### config.mk
export PLATFORM = sky130hd
export DESIGN_NAME = instr_ctrl_decoder
export DESIGN_NICKNAME = d
export VERILOG_FILES = /design/src/rtl/instr_ctrl_decoder.sv
export SDC_FILE = /design/constraint.sdc
export NUM_CORES = 1
export LEC_CHECK = 0
export BUFFER_PORTS_ARGS = -buffer_cell sky130_fd_sc_hd__buf_2
export CORE_AREA = 2 2 39 41
export DETAILED_ROUTE_END_ITERATION = 6
export DIE_AREA = 0 0 41 43
export SYNTH_ARGS = -nofsm -noshare
export SYNTH_HDL_FRONTEND = slang
export SYNTH_SLANG_ARGS = --single-unit
### constraint.sdc
create_clock -name vclk -period 5.1
set_input_delay 1.02 -clock vclk [all_inputs]
set_output_delay 1.02 -clock vclk [all_outputs]
set_load 0.02 [all_outputs]
### src/rtl/instr_ctrl_decoder.sv
module instr_ctrl_decoder (
  input  logic [31:0] instr,
  input  logic        alu_zero,
  output logic        reg_dst,
  output logic        alu_src,
  output logic        mem_to_reg,
  output logic        reg_write,
  output logic        mem_read,
  output logic        mem_write,
  output logic        branch,
  output logic [1:0]  alu_op,
  output logic [2:0]  alu_ctl,
  output logic        take_branch
);

  localparam logic [5:0] OPC_RRR  = 6'h00;
  localparam logic [5:0] OPC_LOAD = 6'h23;
  localparam logic [5:0] OPC_STOR = 6'h2B;
  localparam logic [5:0] OPC_BEQ  = 6'h04;

  localparam logic [5:0] FN_ADD = 6'h20;
  localparam logic [5:0] FN_SUB = 6'h22;
  localparam logic [5:0] FN_AND = 6'h24;
  localparam logic [5:0] FN_OR  = 6'h25;
  localparam logic [5:0] FN_SLT = 6'h2A;

  localparam logic [1:0] CLS_MEM  = 2'b00;
  localparam logic [1:0] CLS_CMP  = 2'b01;
  localparam logic [1:0] CLS_FUNC = 2'b10;

  localparam logic [2:0] ALU_AND = 3'b000;
  localparam logic [2:0] ALU_OR  = 3'b001;
  localparam logic [2:0] ALU_ADD = 3'b010;
  localparam logic [2:0] ALU_SUB = 3'b110;
  localparam logic [2:0] ALU_SLT = 3'b111;

  logic [5:0] opc;
  logic [5:0] fn;

  assign opc = instr[31:26];
  assign fn  = instr[5:0];

  // primary level: opcode only
  always_comb begin : main_dec
    reg_dst    = 1'b0;
    alu_src    = 1'b0;
    mem_to_reg = 1'b0;
    reg_write  = 1'b0;
    mem_read   = 1'b0;
    mem_write  = 1'b0;
    branch     = 1'b0;
    alu_op     = CLS_MEM;
    case (opc)
      OPC_RRR: begin
        reg_dst   = 1'b1;
        reg_write = 1'b1;
        alu_op    = CLS_FUNC;
      end
      OPC_LOAD: begin
        alu_src    = 1'b1;
        mem_to_reg = 1'b1;
        reg_write  = 1'b1;
        mem_read   = 1'b1;
      end
      OPC_STOR: begin
        alu_src   = 1'b1;
        mem_write = 1'b1;
      end
      OPC_BEQ: begin
        branch = 1'b1;
        alu_op = CLS_CMP;
      end
      default: ;
    endcase

    a_r5_one_side_effect: assert ($onehot0({mem_read, mem_write, branch}));
    a_r4_branch_quiet: assert (!(branch && (reg_write || alu_src || mem_to_reg)));
    a_r2_load_path: assert (!mem_to_reg || (mem_read && alu_src && reg_write));
    a_r3_store_no_reg: assert (!(mem_write && (reg_write || reg_dst)));
    a_r1_rdst_func: assert (!reg_dst || alu_op == CLS_FUNC);
  end

  // secondary level: class plus function field
  always_comb begin : alu_dec
    case (alu_op)
      CLS_MEM: alu_ctl = ALU_ADD;
      CLS_CMP: alu_ctl = ALU_SUB;
      CLS_FUNC: begin
        case (fn)
          FN_ADD:  alu_ctl = ALU_ADD;
          FN_SUB:  alu_ctl = ALU_SUB;
          FN_AND:  alu_ctl = ALU_AND;
          FN_OR:   alu_ctl = ALU_OR;
          FN_SLT:  alu_ctl = ALU_SLT;
          default: alu_ctl = ALU_ADD;
        endcase
      end
      default: alu_ctl = ALU_ADD;
    endcase

    a_r7_ctl_legal: assert (alu_ctl inside {ALU_AND, ALU_OR, ALU_ADD, ALU_SUB, ALU_SLT});
    a_r6_nonfunc_arith: assert (alu_op == CLS_FUNC || alu_ctl inside {ALU_ADD, ALU_SUB});
  end

  assign take_branch = branch & alu_zero;

endmodule

Word level (Yosys, flattened, before mapping). Cells that the tools add are included.

Equality and inequality tests: 9. Multiplexer cells: 9. Bitwise gates (word level): 1. Reduce and logical (&&, ||, !) cells: 3.

Operator list (count): equality test 6 bit (second input constant) (6); case mux 3 bit (4 select lines) (1); equality test 6 x 3 -> 1 bit (second input constant) (1); zero test 6 bit (1); two-way mux 1 bit (6); case mux 3 bit (2 select lines) (1); case mux 2 bit (2 select lines) (1); OR reduction 2 bit (2); equality test 2 x 1 -> 1 bit (second input constant) (1); equality test 2 bit (second input constant) (1); bitwise AND 1 bit (1).

Bits in registers: 0. Output and inout port bits: 13. Word-level logic and storage cells: 22.

Logic depth before layout (Yosys ltp). Gate-level depths: netlist of the first run.

Depth in word-level cells: 4. Gate-level depth with buffers: 7. Depth with buffers taken out: 7.

Least setup slack after synthesis of the first run. No wires, ideal clock.

Path kind: input-to-output. From: input instr[29]. To: output alu_ctl[1]. Arrival: 2.847 ns. Data required time: 4.080 ns. Slack: 1.233 ns. Cell stages on the path: 5. Cells stage by stage: or4_4 > nor3b_1 > ha_1 > nor2_1 > o221ai_1.

Word-level cells in the longest chain between the ends: 4. Elaborated cells between the ends (all ways): 6. Classes of those cells: 3 x eq/ne; 2 x mux; 1 x reduce/logical.

RTL lines: start, declared (RTL line 2) `input logic [31:0] instr,`; equality test 6 x 3 -> 1 bit / zero test 6 bit (equally long branches) (RTL line 53) `case (opc)`; case mux 2 bit (2 select lines) (*) (RTL line 53); equality test 2 bit / equality test 2 x 1 -> 1 bit (equally long branches) (RTL line 85) `case (alu_op)`; case mux 3 bit (2 select lines) (*) (RTL line 85); end, declared (RTL line 12) `output logic [2:0] alu_ctl,`.

Every way passes the cells marked *; elsewhere a longest branch is shown, timed or not.

Worst setup path after layout of the first run.
From: input instr[29]. To: output alu_ctl[0].

Same word-level chain as after synthesis.

==> qor.yml, run 1 <==
sta:
  relSlewSlack_pct: 75.3
  finalSetupTns_ps: 0
  fin_hold_ws_ps: 2350
  finalSetupViolations: 0
  min_period_ps: 3930
  timing.final.ws_setup_ps: 1170
  period_share_pct: 77.0
  final_max_slew_viol_count: 0
  max_freq_ghz: 0.255
  tightest_slew_ps: 365
  rsz0062_at_grt: "false"
  finalHoldViolCount: 0
routing:
  vias: 283
  routed_wl_um: 551
  ant_nets: 0
  drt_iter0_markers: 1
  avgViaCountPerCell: 4.10
  drtPass1Iterations: 2
  drc: 0
  wire_per_inst_um: 7.99
synthesis:
  synth.avg_cell_area_um2: 7.60
  synthCells: 28
  yosysTopAreaCellShare_pct: 17.6
  synth_most_common_cell: "inv_1"
  yosysWarnings: 0
  synth_nets: 64
  synth_compound_area_share_pct: 15.9
  synth_top_family_by_area: "simple AND/OR/NAND/NOR gates"
  synth-adder-area-share_pct: 17.6
  ys_seq_area_share_pct: 0
  synthSimpleGateAreaFrac_pct: 55.9
  synth_top_area_cell: "ha_1"
  synth_mux_area_share_pct: 0
  yosysUniqueCellTypes: 21
  synth_xor_xnor_area_share_pct: 0
  synth_area_leaders: "ha_1 (18%), inv_1 (7.1%), nor3b_2 (5.9%), nand4bb_1 (5.3%), nor2_1 (5.3%)"
  syn-cell-area_um2: 213
  synth_common_cells: "inv_1 (4), ha_1 (3), nor2_1 (3)"
setup_path:
  cp_slowest_stage_delay_ps: 540
  cp-start-kind: "primary input"
  crit_buf_inv: 3
  critPathArrivalTime_ps: 2910
  crit_path_cell_trace: "buf_2 > or4_4 > or3_4 > inv_1 > ha_1 > nand4bb_1 > nor2_1 > a32o_1 > buf_2"
  critPathTopFamily: "simple AND/OR/NAND/NOR gates"
  endpoint_kind: "output pin"
  crit_slowest_cell: "or4_4"
  critical_path.max_fanout: 5
  crit_type: "in -> out"
  cpMostUsedCell: "buf_2"
  startpoint: "instr[29]"
  critPathRequiredTime_ps: 4080
grt:
  track_usage_pct: 6.39
  grt_max_degree: 6
  grt_pass1_wl_um: 876
  antenna_found_initial: 0
  grt_pass1_vias: 246
  grt_overflow: 0
power:
  pwr_density_cell_mw_per_mm2: 34.5
  power_mw: 0.0123
  leakagePower_nw: 0.202
  ir_worst_vdd_uv: 10.4
floorplan:
  rows: 14
  core_area_mm2: 0.00138
  dieArea_mm2: 0.00176
  start_util_pct: 15.4
  die_w_um: 41
  io_pins: 46
  fp.dieH_um: 43
final_layout:
  area_growth_syn_to_layout_pct: 67.1
  drive_gt1_share_pct: 62.3
  clkbuf_count: 0
  fin_cells: 69
  seq_cell_count: 0
  final_area_um2: 355
  diodes: 0
  seq_area_um2: 0
  finalCoreUtilization_pct: 25.7
  multi_input_area_um2: 190
  nets: 91
  fillers: 154
hold_path:
  hold_start: "instr[29]"
  min_path_type: "in -> out"
  hold_path_end: "mem_read"
  hold_depth: 3
placement:
  gp_congestion: 0.618
  pre_cts_slack_ps: 1150
  dp_hpwl_um: 511
  dpl_cell_area_um2: 355
  dp_cells: 69
  portBuffers: 26
clocking:
  post_cts_buffers: 0
  ctsHoldBuffers: 0
  cts.repair.resized: 0
status:
  status: "finished, final reports clean"
flow_run:
  maxCapViolations: 0
-- power breakdown --
part	internal (mW)	switching, mW	total (mW)
Sequential	0	0	0
Clock	0	0	0
Combinational	0.00647	0.00578	0.0123
Total	0.00647	0.00578	0.0123
-- kinds of logic (layout without fill, tap and decap cells) --
kind of cell | after synthesis | count (layout)
AO/OA/AOI/OAI | 4 | 4
adder cells (fa/ha/maj) | 3 | 3
buffers and inverters | 5 | 30
AND/OR/NAND/NOR | 16 | 16
-- worst max path at each step --
stage	end	slack, ps	cells after the start
after floorplan	alu_ctl[1]	1230	5
after CTS	alu_ctl[0]	1150	9
after detailed placement	alu_ctl[0]	1150	9
after global placement	alu_ctl[0]	1180	9
after global routing	alu_ctl[0]	1040	9
final	alu_ctl[0]	1170	9
-- per-layer routing --
layer | part of all wire (%) | global-route usage, % | wire [um] | vias to the layer above
li1 | - | - | - | 150
met1 | 41 | 8.23 | 226 | 120
met2 | 48 | 11.6 | 265 | 13
met3 | 11 | 0.524 | 59 | 0
met4 | 0 | 0 | 0 | 0
met5 | 0 | 0 | 0 | -
-- tightest hold or removal path, stage by stage --
cell	delay, ps
buf_2	110
nor2_1	50
buf_2	150
-- layout make-up --
class                           instances  area share [%]
Inverter                                4            4.23
Timing Repair Buffer                   26            36.6
Tap cell                               16            5.63
Multi-Input combinational cell         23            53.5
-- placed cells by master (no fill, tap or decap), drive strengths merged --
master,instances
nor4b,1
and2,2
nor2,4
o21ba,1
or2b,1
or3,2
ha,3
or4,1
inv,4
buf,26
nand2b,1
o221ai,1
o21ai,1
a32o,1
nand2,1
nand4bb,1
nor3b,2
Power figures use the tool's default switching activity.
==> run 2, diff against run 1 <==
Settings changed: ABC_AREA set to 1.
Clock period 5.1 ns to 3.25 ns, I/O delays scaled along.
==> run 2 against run 1 <==
First-iteration DRC count increased to 3.0 times the previous value. Sequential cell count unchanged. Combinational power up 94%. Core utilization up 2.9 points. Cell count up 28%. Routed wire length increased by 6.0%. Final area rose by 11%. Highest routed layer unchanged. Total power up 95%. Critical path depth grew 3. Critical path type unchanged.
==> qor.yml, run 2 <==
status:
  status: "finished, final reports clean"
setup_path:
  cp-start-kind: "primary input"
  critPathRequiredTime_ps: 2600
  critPathArrivalTime_ps: 1940
  crit_slowest_cell: "ha_1"
  cpMostUsedCell: "inv_1"
  critical_path.max_fanout: 5
  crit_path_cell_trace: "buf_2 > inv_1 > nand2_2 > nor2_4 > nand3_2 > inv_1 > ha_1 > inv_1 > nor2_2 > nand3_1 > a21oi_1 > buf_2"
  cp_slowest_stage_delay_ps: 190
  crit_type: "in -> out"
  endpoint_kind: "output pin"
final_layout:
  final_cell_mix: "buf_2 (26), inv_1 (14), nor2_1 (7)"
  area_growth_syn_to_layout_pct: 56.4
  clkbuf_count: 0
  final_common_cell: "buf_2"
  seq_cell_count: 0
  drive_gt1_share_pct: 50.0
  fin_cells: 88
  seq_area_um2: 0
  diodes: 0
  nets: 110
  final_area_um2: 395
routing:
  drc: 0
  wire_per_inst_um: 6.64
  routed_wl_um: 584
  avgViaCountPerCell: 3.91
  vias: 344
  ant_nets: 0
  drt_iter0_markers: 3
  drtPass1Iterations: 2
flow_run:
  maxCapViolations: 0
floorplan:
  io_pins: 46
  start_util_pct: 18.3
  rows: 14
  dieArea_mm2: 0.00176
  die_w_um: 41
  fp.dieH_um: 43
  core_area_mm2: 0.00138
sta:
  finalSetupViolations: 0
  timing.final.ws_setup_ps: 656
  final_max_slew_viol_count: 0
  rsz0062_at_grt: "false"
  relSlewSlack_pct: 90.0
  fin_hold_ws_ps: 1620
  period_share_pct: 79.8
  tightest_slew_ps: 149
  finalSetupTns_ps: 0
  min_period_ps: 2590
  finalHoldViolCount: 0
  max_freq_ghz: 0.385
grt:
  grt_overflow: 0
  grt_max_degree: 6
  grt_pass1_wl_um: 938
  track_usage_pct: 6.79
  antenna_found_initial: 0
  grt_pass1_vias: 262
clocking:
  ctsHoldBuffers: 0
  post_cts_buffers: 0
  cts.repair.resized: 0
synthesis:
  synth_area_leaders: "inv_1 (21%), ha_1 (15%), nor2_2 (12%), nor2_1 (10%), nand2_1 (8.9%)"
  synth_nets: 83
  yosysUniqueCellTypes: 14
  synth_most_common_cell: "inv_1"
  yosysWarnings: 0
  synth_common_cells: "inv_1 (14), nor2_1 (7), nand2_1 (6)"
  synth_top_area_cell: "inv_1"
  syn-cell-area_um2: 253
  yosysTopAreaCellShare_pct: 20.8
  ys_seq_area_share_pct: 0
  synthCells: 47
  synth.avg_cell_area_um2: 5.38
placement:
  dp_cells: 88
  portBuffers: 26
  gp_congestion: 0.636
  dp_hpwl_um: 534
  dpl_cell_area_um2: 395
  pre_cts_slack_ps: 658
power:
  ir_worst_vdd_uv: 22.7
  leakagePower_nw: 0.278
  pwr_density_cell_mw_per_mm2: 60.5
hold_path:
  min_path_type: "in -> out"
## run 2: cell types whose count changed in the layout (fill, tap and decap cells not counted), sizes merged, moves of 2 or more
cell / delta
nor3b: -2
and2: -2
nand4: +2
or3: -2
nand3: +4
nand2: +6
nor2: +9
inv: +10
## run 2: report_power, final
part | internal, mW | leakage (nW) | switching (mW) | total, mW
Sequential | 0 | 0 | 0 | 0
Clock | 0 | 0 | 0 | 0
Combinational | 0.0103 | 0.278 | 0.0137 | 0.0239
Total | 0.0103 | 0.278 | 0.0137 | 0.0239
## run 2: metrics by stage
| step | utilization (%) | total power, mW |
|---|---|---|
| after global routing | 28.6 | 0.0273 |
| after floorplan | - | 0.0120 |
| after global placement | 28.6 | 0.0237 |
| final | 28.6 | 0.0239 |
| after CTS | 28.6 | 0.0243 |
| after detailed placement | 28.6 | 0.0242 |
## run 2: worst paths after layout
check	from	end	slack (ps)	depth (start not counted)
worst max-delay path	instr[30]	alu_ctl[2]	660	12
worst min-delay path	alu_zero	take_branch	1620	4
## run 2: final cells by class
type | instances | area [um2]
fill | 155 | 988
inverter | 15 | 57.6
multi-input combinational | 31 | 188
tap | 16 | 20.0
timing repair buffer | 26 | 130
## run 2: metal layers
metal / part of all wire [%] / track usage, % / vias to the layer above
met5: 0 / 0 / -
met4: 0 / 0 / 0
met2: 46 / 11.9 / 17
met1: 42 / 9.18 / 140
li1: - / - / 187
met3: 12 / 0.524 / 0
## run 2: worst max-delay path, delay by kind of cell
family | cells | cell delay [ps]
AOI/OAI and AO/OA | 1 | 140
adders and majority gates | 1 | 190
buffers and inverters | 5 | 500
and+or+nand+nor | 5 | 470
## run 2: cells by family (layout without fill, tap and decap cells)
| logic type | count (synthesis) | count (layout) | share of synthesized area [%] |
|---|---|---|---|
| AND/OR/NAND/NOR | 26 | 26 | 55.4 |
| buffers and inverters | 16 | 41 | 25.7 |
| adder cells (fa/ha/maj) | 3 | 3 | 14.9 |
| AO/OA/AOI/OAI | 2 | 2 | 3.96 |
